[src/rtl/cnt_pkg.sv]
`timescale 1ns/1ps
package cnt_pkg;

  localparam int unsigned NIBBLE = 4;

  typedef enum logic [1:0] {
    MODE_HOLD  = 2'd0,
    MODE_COUNT = 2'd1,
    MODE_LOAD  = 2'd2
  } mode_e;

  // load outranks counting; counting needs both enables
  function automatic mode_e pick_mode(input logic load_n,
                                      input logic en_p,
                                      input logic en_t);
    if (!load_n)            return MODE_LOAD;
    else if (en_p && en_t)  return MODE_COUNT;
    else                    return MODE_HOLD;
  endfunction

endpackage

[src/rtl/cnt_stage_next.sv]
`timescale 1ns/1ps
module cnt_stage_next
  import cnt_pkg::*;
#(
  parameter int unsigned W = NIBBLE
) (
  input  mode_e          mode,
  input  logic [W-1:0]   cur,
  input  logic [W-1:0]   preset,
  output logic [W-1:0]   nxt
);

  localparam logic [W-1:0] STEP = W'(1);

  always_comb begin
    unique case (mode)
      MODE_LOAD:  nxt = preset;
      MODE_COUNT: nxt = cur + STEP;
      default:    nxt = cur;
    endcase
  end

endmodule

[src/rtl/cnt_carry.sv]
`timescale 1ns/1ps
module cnt_carry #(
  parameter int unsigned W = 4
) (
  input  logic         en_t,
  input  logic [W-1:0] cur,
  output logic         tc
);

  assign tc = en_t & (&cur);

endmodule

[src/rtl/cnt_stage.sv]
`timescale 1ns/1ps
module cnt_stage
  import cnt_pkg::*;
#(
  parameter int unsigned W = NIBBLE
) (
  input  logic         clk,
  input  logic         clear_n,
  input  logic         load_n,
  input  logic [W-1:0] preset,
  input  logic         en_p,
  input  logic         en_t,
  output logic [W-1:0] q,
  output logic         tc
);

  mode_e        mode;
  logic         cnt_en;
  logic [W-1:0] cnt_r;
  logic [W-1:0] cnt_nxt;

  assign mode   = pick_mode(load_n, en_p, en_t);
  assign cnt_en = (mode != MODE_HOLD);

  cnt_stage_next #(.W(W)) u_next (
    .mode   (mode),
    .cur    (cnt_r),
    .preset (preset),
    .nxt    (cnt_nxt)
  );

  always_ff @(posedge clk or negedge clear_n) begin
    if (!clear_n) begin
      cnt_r <= '0;
    end else if (cnt_en) begin
      cnt_r <= cnt_nxt;
    end
  end

  cnt_carry #(.W(W)) u_carry (
    .en_t (en_t),
    .cur  (cnt_r),
    .tc   (tc)
  );

  assign q = cnt_r;

endmodule

[src/rtl/sync_count_chain.sv]
`timescale 1ns/1ps
module sync_count_chain #(
  parameter int unsigned STAGES  = 2,
  parameter int unsigned STAGE_W = cnt_pkg::NIBBLE
) (
  input  logic                        clk,
  input  logic                        clear_n,
  input  logic                        load_n,
  input  logic [STAGES*STAGE_W-1:0]   preset,
  input  logic                        enable_p,
  input  logic                        enable_t,
  output logic [STAGES*STAGE_W-1:0]   q,
  output logic                        tc
);

  localparam int unsigned TOTAL_W = STAGES * STAGE_W;

  for (genvar g = 0; g < STAGES; g++) begin : g_stage
    logic en_t_in;
    logic tc_out;

    if (g == 0) begin : g_first
      assign en_t_in = enable_t;
    end else begin : g_link
      assign en_t_in = g_stage[g-1].tc_out;
    end

    cnt_stage #(.W(STAGE_W)) u_stage (
      .clk     (clk),
      .clear_n (clear_n),
      .load_n  (load_n),
      .preset  (preset[g*STAGE_W +: STAGE_W]),
      .en_p    (enable_p),
      .en_t    (en_t_in),
      .q       (q[g*STAGE_W +: STAGE_W]),
      .tc      (tc_out)
    );
  end

  assign tc = g_stage[STAGES-1].tc_out;

  initial begin
    if (TOTAL_W == 0) $error("sync_count_chain: zero width");
  end

endmodule

[config.mk]
export PLATFORM = sky130hd
export DESIGN_NAME = sync_count_chain
export DESIGN_NICKNAME = d
export VERILOG_FILES = /design/src/rtl/cnt_pkg.sv /design/src/rtl/cnt_stage_next.sv /design/src/rtl/cnt_carry.sv /design/src/rtl/cnt_stage.sv /design/src/rtl/sync_count_chain.sv
export SDC_FILE = /design/constraint.sdc
export NUM_CORES = 1
export LEC_CHECK = 0
export BUFFER_PORTS_ARGS = -buffer_cell sky130_fd_sc_hd__buf_2
export CAP_MARGIN = 20
export CORE_MARGIN = 4
export CORE_UTILIZATION = 30
export DETAILED_ROUTE_END_ITERATION = 7
export PLACE_DENSITY_LB_ADDON = 0.3
export SETUP_SLACK_MARGIN = 0.02
export SYNTH_ARGS = -nofsm -noshare
export SYNTH_HDL_FRONTEND = slang
export SYNTH_SLANG_ARGS = --single-unit
[constraint.sdc]
create_clock -name clk -period 2 [get_ports clk]
set_clock_uncertainty 0.15 [all_clocks]
set_input_delay 0.3 -clock clk [delete_from_list [all_inputs] [get_ports clk]]
set_output_delay 0.3 -clock clk [all_outputs]
set_load 0.05 [all_outputs]
# Word level (Yosys, flattened, before mapping)

Index checks and enable logic that the tools add are counted.

Bits in registers: 8

$add $sub $neg: 2
Equality and inequality tests: 4
Multiplexer cells: 6
Bitwise gates (word level): 2
Reductions and logical operators: 10

Operators by type and width:

| operator            | number |
|---|---|
| $pmux 4 s2          | 2 |
| $add 4x1->4 const B | 2 |
| $reduce_and 4->1    | 2 |
| $reduce_bool 2->1   | 4 |
| $eq 2x1->1 const B  | 2 |
| $eq 2x2->1 const B  | 2 |
| $mux 2              | 2 |
| $reduce_and 2->1    | 2 |
| $and 1x1->1         | 2 |
| $logic_and 1x1->1   | 2 |
| $mux 1              | 2 |

# Logic depth before layout (Yosys ltp)

Gate-level depths: netlist of run 1.

Word-level depth: 8
Mapped depth: 4
Gate-level depth less buffers: 4

# Hierarchy

From an unflattened synthesis of run 1, not the netlist that was laid out.

Cells, all modules: 74
Area, all modules: 698.2 um^2

By module, submodules not included:

| module         | instances | cells each | area each (um^2) | sequential area each (um^2) |
|---|---|---|---|---|
| cnt_stage      | 2         | 11         | 175.2            | 100.1 |
| cnt_stage_next | 2         | 23         | 161.4            | 0.0 |
| cnt_carry      | 2         | 3          | 12.5             | 0.0 |

# Least setup slack after synthesis of run 1

Ideal clock, no wire load.

Path kind: reg2out
From: register g_stage[0].u_stage.cnt_r[0]
To: output port tc
Arrival: 1.761 ns
Required time: 1.550 ns
Setup slack: -0.211 ns
Cell stages (with the launch flop): 4
Path buffers: 0
Cells stage by stage: dfrtp_1 > ha_1 > nand4_2 > nor2_1

Cells in the longest elaborated chain, start to end: 3

RTL lines:

| item                     | RTL line               | source |
|---|---|---|
| start: declaration       | cnt_stage.sv:19        | `logic [W-1:0] cnt_r;` |
| start signal: assignment | cnt_stage.sv:36        | `cnt_r <= cnt_nxt;` |
| $reduce_and 4->1         | cnt_carry.sv:10        | `assign tc = en_t & (&cur);` |
| $and 1x1->1 (2 in a row) | cnt_carry.sv:10        |  |
| end: declaration         | sync_count_chain.sv:13 | `output logic tc` |

Every way passes these cells.

# Worst setup path after layout of run 1

Same ends and word-level chain as after synthesis.

==> qor.csv, run 1 <==
stage,metric,value,unit
status,status,finished clean,
floorplan,die width,46.7,um
logic_synthesis,Seq cells post-synth,8,
setup_path,crit path cell chain,ha_1 > nand4_2 > nor2_2 > buf_2,
cts,Max H-tree Level,1,
floorplan,Rows,13,
logic_synthesis,"Async S/R FF share, synth",1.00,
power,Leak,0.275,nW
logic_synthesis,Post-Synthesis Cells,51,
logic_synthesis,"Distinct cells, synth",16,
finish,Layout Utilization,0.445,
setup_path,worst stage delay on the critical path,400,ps
place,pre-CTS setup slack,321,ps
routing,WL/cell,12.1,um
cts,post-CTS sizing,0,
sta,fin crit period,1830,ps
cts,clock buffer count from CTS,3,
cts,Root Buffer Master,clkbuf_4,
cts,"Hold-fix buffers, CTS",1,
place,hpwl dp,840,um
logic_synthesis,Synth Warn #,0,
finish,area growth from synthesis to layout,33.7,%
logic_synthesis,top_reg_cell synth,dfrtp_1,
logic_synthesis,Post-synth EDFFs,0,
power,VDD IR-drop max,0.272,mV
global_routing,GRT Overall Usage,0.123,
sta,Fmax achieved,0.545,GHz
place,dpl cell area,568,um^2
floorplan,Starting Density,0.333,
global_routing,global-route wire length before repair,1.79,mm
sta,unrepaired setup endpoints after global routing,false,
sta,Final Cycle Share,0.917,
finish,Final Instance Area,601,um^2
routing,total iterations of the first detailed-routing run,1,
place,# port buffers,21,
finish,share of cells above drive strength 1,0.351,
floorplan,Die Span Y,46.7,um
setup_path,CP startpoint kind,flop,
sta,worst slew pin tran,314,ps
cts,postcts setup bufs,0,
finish,max reg flops,8,
min_path,Tightest Hold Check Type,in -> reg,
setup_path,CP max FO,4,
setup_path,Critical Path Sink Type,output port,
global_routing,vias in the first global route,442,
sta,Final Hold Viols,0,
global_routing,total grt overflow,0,
cts,Bufs on Longest Clock Path,2,
power,NetSw,0.184,mW
sta,"Slew Viols, Final",0,
setup_path,slowest cell on the critical path,dfrtp_1,
place,Final GP Congestion,0.712,
floorplan,die area,2180,um^2
logic_synthesis,"Seq/Total Area, Yosys",0.446,
routing,total number of vias,459,
power,clock power share,0.257,
logic_synthesis,most common cell in the netlist,nor2_1,
flow_run,max_cap viols,0,
power,Pwr Density,796,nW/um^2
cts,clk slew on worst S/H paths,50,ps
routing,vias per inst,5.16,
logic_synthesis,dominant cell type by area after synthesis,dfrtp_1,
global_routing,antenna violations before repair,0,
cts,CTS tree,done,
global_routing,largest net degree at the start of global routing,17,
power,sequential share of power,0.417,
sta,setup TNS,0,ps
routing,initial drt markers,0,
sta,PnR worst setup slack,166,ps
logic_synthesis,Syn Area/Cell,8.81,um^2
routing,Remaining DRCs,0,
cts,clk sinks,8,
finish,Nets,91,
setup_path,worst path buffer plus inverter count,1,
routing,final wirelength,1.08,mm
logic_synthesis,syn_nets,66,
setup_path,worst path required time,1550,ps
power,Internal,0.294,mW
logic_synthesis,post-synth top area share,0.446,
setup_path,CP arrival,1380,ps
setup_path,family with the most delay on the worst path,flip-flops,
power,Combinational Power Share,0.326,
floorplan,num ports,22,
logic_synthesis,Post-Syn Area,449,um^2
logic_synthesis,synth cell count leaders,"nor2_1, dfrtp_1, a31oi_1, nand3_1",
logic_synthesis,Area contributors post-synth,"dfrtp_1, nor2_1, a31oi_1",
sta,Worst slew margin,0.790,
floorplan,Core Region,1350,um^2
power,Sw Share,0.384,
cts,Worst-Skew Late Latency,250,ps
power,overall power,0.478,mW
finish,n_diodes,0,
sta,Final setup viols,0,
routing,DRT antenna net count,0,
setup_path,Setup CP Type,reg -> out,
## layout make-up
class / instances / area (um^2)
Clock buffer: 3 / 22.5
Fill cell: 149 / 749
Inverter: 1 / 3.75
Multi-Input combinational cell: 40 / 240
Sequential cell: 8 / 200
Tap cell: 15 / 18.8
Timing Repair Buffer: 22 / 115
## power groups by stage
stage               combinational [mW]  clock, mW  sequential (mW)
CTS                              0.158      0.130            0.200
global route                     0.172      0.134            0.204
floorplan                       0.0505          0            0.262
detailed placement               0.156          0            0.203
global placement                 0.155          0            0.202
finish                           0.156      0.123            0.199
## worst paths after layout
check	to	depth (start not counted)	slack, ps	from
hold reg to reg	g_stage[1].u_stage.q[3]	2	440	g_stage[1].u_stage.q[3]
setup / recovery	tc	4	170	g_stage[0].u_stage.q[0]
max in group asynchronous	g_stage[0].u_stage.q[0]	2	1260	clear_n
hold / removal	g_stage[0].u_stage.q[0]	3	140	preset[0]
min in group asynchronous	g_stage[1].u_stage.q[3]	2	270	clear_n
setup reg to reg	g_stage[1].u_stage.q[3]	4	320	g_stage[0].u_stage.q[0]
## per-stage QoR
step	hold slack, ps	std cells
final	145	89
after floorplan	-146	51
after global routing	163	89
after global placement	4.44	85
after CTS	137	89
after detailed placement	4.90	85
## logic make-up (layout without fill, tap and decap cells)
kind of cell | count (synthesis) | in the layout | share of synthesized area
compound gates | 13 | 13 | 0.164
xor+xnor | 2 | 2 | 0.0390
fa+ha+maj | 2 | 2 | 0.0557
buf+inv | 3 | 26 | 0.0251
flops | 8 | 8 | 0.446
mux | 1 | 1 | 0.0223
simple gates | 22 | 22 | 0.248
## tightest hold or removal path: stages
cell,delay [ps]
buf_2,80
nor2_1,30
a21oi_1,90
## placed cells by master (no fill, tap or decap)
| cell type | n |
|---|---|
| or3_1 | 4 |
| or4_1 | 1 |
| o21ai_0 | 4 |
| nand4_2 | 1 |
| nand3_1 | 5 |
| nand2_1 | 2 |
| dfrtp_1 | 8 |
| a21oi_1 | 3 |
| clkbuf_4 | 3 |
| a31oi_1 | 5 |
| ha_1 | 2 |
| o31ai_1 | 1 |
| mux2i_1 | 1 |
| buf_2 | 21 |
| nor2_2 | 1 |
| inv_1 | 1 |
| nor2_1 | 8 |
| xor2_1 | 2 |
| dlygate4sd3_1 | 1 |
## per-layer routing
layer,share of wire,global-route usage,vias to the layer above
li1,-,-,235
met5,0,0,-
met4,0.020,0.116,0
met1,0.42,0.147,207
met3,0.096,0.0352,2
met2,0.46,0.170,15
No activity file was read; power rests on OpenSTA's default activity.
==> inputs of run 2 (changes only) <==
clock period = 2.1 ns   (was 2 ns; I/O delays follow)
==> run 2 against run 1 <==
Die area did not move. Count of clock-buffer cells in the layout did not move. Power fell by 4.3%. Worst hold slack improved by 16 ps. Clock power fell by 4%. Design area did not move. Routed wire length rose by 4.1%. Global-route usage rose by 0.25 points. Sequential cell count did not move. Critical endpoint unchanged. Largest power group unchanged.
==> qor.csv, run 2 (synthesized netlist as in run 1, its figures left out) <==
stage,metric,value,unit,change
place,Final GP Congestion,0.731,,+2.6%
finish,"commonest non-fill, non-tap cells in the layout","buf_2, nor2_1, dfrtp_1",,
power,overall power,0.457,mW,-4.3%
flow_run,max_cap viols,0,,unchanged
finish,max reg flops,8,,unchanged
setup_path,worst path required time,1630,ps,+80 ps
sta,PnR worst setup slack,236,ps,+69.5 ps
place,Placed Cells,85,,unchanged
global_routing,largest net degree at the start of global routing,17,,unchanged
sta,Final setup viols,0,,unchanged
global_routing,total grt overflow,0,,unchanged
power,Leak,0.275,nW,unchanged
finish,share of cells above drive strength 1,0.351,,unchanged
place,hpwl dp,859,um,+2.3%
floorplan,Rows,13,,unchanged
setup_path,CP max FO,4,,unchanged
sta,fin crit period,1860,ps,
sta,worst hold slack,161,ps,+16.5 ps
sta,Worst slew margin,0.792,,+0.00152
cts,Max H-tree Level,1,,unchanged
setup_path,Critical Path Sink Type,output port,,
finish,"Cell Count, Final, Fillers Out",89,,unchanged
setup_path,CP arrival,1400,ps,+20 ps
setup_path,Setup CP Type,reg -> out,,
sta,"Slew Viols, Final",0,,unchanged
floorplan,num ports,22,,unchanged
routing,total number of vias,457,,-0.44%
floorplan,die width,46.7,um,unchanged
cts,Worst-Skew Late Latency,250,ps,about the same
sta,setup TNS,0,ps,unchanged
place,# port buffers,21,,unchanged
cts,clk slew on worst S/H paths,60,ps,about the same
routing,DRT antenna net count,0,,unchanged
routing,initial drt markers,9,,+9
sta,Fmax achieved,0.536,GHz,
floorplan,Die Span Y,46.7,um,unchanged
place,pre-CTS setup slack,436,ps,+115 ps
finish,most common library cell in the layout ignoring fill and taps,buf_2,,
floorplan,Core Region,1350,um^2,unchanged
sta,unrepaired setup endpoints after global routing,false,,
finish,area growth from synthesis to layout,33.7,%,unchanged
routing,WL/cell,12.6,um,+4.1%
cts,postcts setup bufs,0,,unchanged
cts,Root Buffer Master,clkbuf_4,,
setup_path,CP startpoint kind,flop,,
cts,Bufs on Longest Clock Path,2,,unchanged
status,status,finished clean,,
routing,Remaining DRCs,0,,unchanged
sta,Final Hold Viols,0,,unchanged
global_routing,GRT Overall Usage,0.125,,+0.00247
routing,final wirelength,1.12,mm,+4.1%
global_routing,antenna violations before repair,0,,unchanged
routing,total iterations of the first detailed-routing run,4,,+3
cts,CTS tree,done,,
power,VDD IR-drop max,0.240,mV,-12%
cts,clock buffer count from CTS,3,,unchanged
finish,n_diodes,0,,unchanged
floorplan,Starting Density,0.333,,unchanged
routing,vias per inst,5.13,,-0.44%
min_path,Tightest Hold Check Type,in -> reg,,
global_routing,vias in the first global route,463,,+4.8%
global_routing,global-route wire length before repair,1.85,mm,+3.1%
finish,Nets,91,,unchanged
sta,worst slew pin tran,311,ps,-2.27 ps
cts,clk sinks,8,,unchanged
power,Pwr Density,762,nW/um^2,-4.3%
floorplan,die area,2180,um^2,unchanged
cts,post-CTS sizing,0,,unchanged
sta,Final Cycle Share,0.888,,
cts,"Hold-fix buffers, CTS",1,,unchanged
-- run 2: final cells by class --
class / instances / area (um^2)
sequential: 8 / 200
multi-input combinational: 40 / 240
tap: 15 / 18.8
timing repair buffer: 22 / 115
clock buffer: 3 / 22.5
inverter: 1 / 3.75
fill: 145 / 749
-- run 2: path summary, 6_finish.rpt --
path                       depth (start not counted)  slack (ps)                    start                 endpoint
setup / recovery                                   4         240  g_stage[0].u_stage.q[0]                       tc
hold / removal                                     3         160                preset[0]  g_stage[0].u_stage.q[0]
setup reg to reg                                   4         430  g_stage[0].u_stage.q[0]  g_stage[1].u_stage.q[3]
hold reg to reg                                    2         440  g_stage[1].u_stage.q[3]  g_stage[1].u_stage.q[3]
max in group asynchronous                          2        1340                  clear_n  g_stage[1].u_stage.q[2]
min in group asynchronous                          2         290                  clear_n  g_stage[0].u_stage.q[2]
-- run 2: metrics by stage --
step,utilization,cell area (um^2)
detailed placement,0.421,568
global route,0.445,601
finish,0.445,601
global placement,0.421,568
floorplan,-,452
CTS,0.445,601
-- run 2: where the power goes --
part / internal [mW] / leakage, nW / switching [mW]
clock network: 0.0654 / 0.0138 / 0.0525
logic: 0.0441 / 0.172 / 0.104
registers: 0.171 / 0.0894 / 0.0201
total: 0.280 / 0.275 / 0.177
-- run 2: critical path, cell delays in order, from the launching register on --
cell and delay (ps):
dfrtp_1 400, ha_1 220, nand4_2 140, nor2_2 120, buf_2 260
-- run 2: routing by layer --
metal / wire length [um] / track usage / up-vias / share of wire
met5: 0 / 0 / - / 0
met4: 23 / 0.105 / 0 / 0.021
met3: 74 / 0.0313 / 2 / 0.066
met2: 497 / 0.184 / 15 / 0.44
met1: 526 / 0.150 / 204 / 0.47
li1: - / - / 236 / -
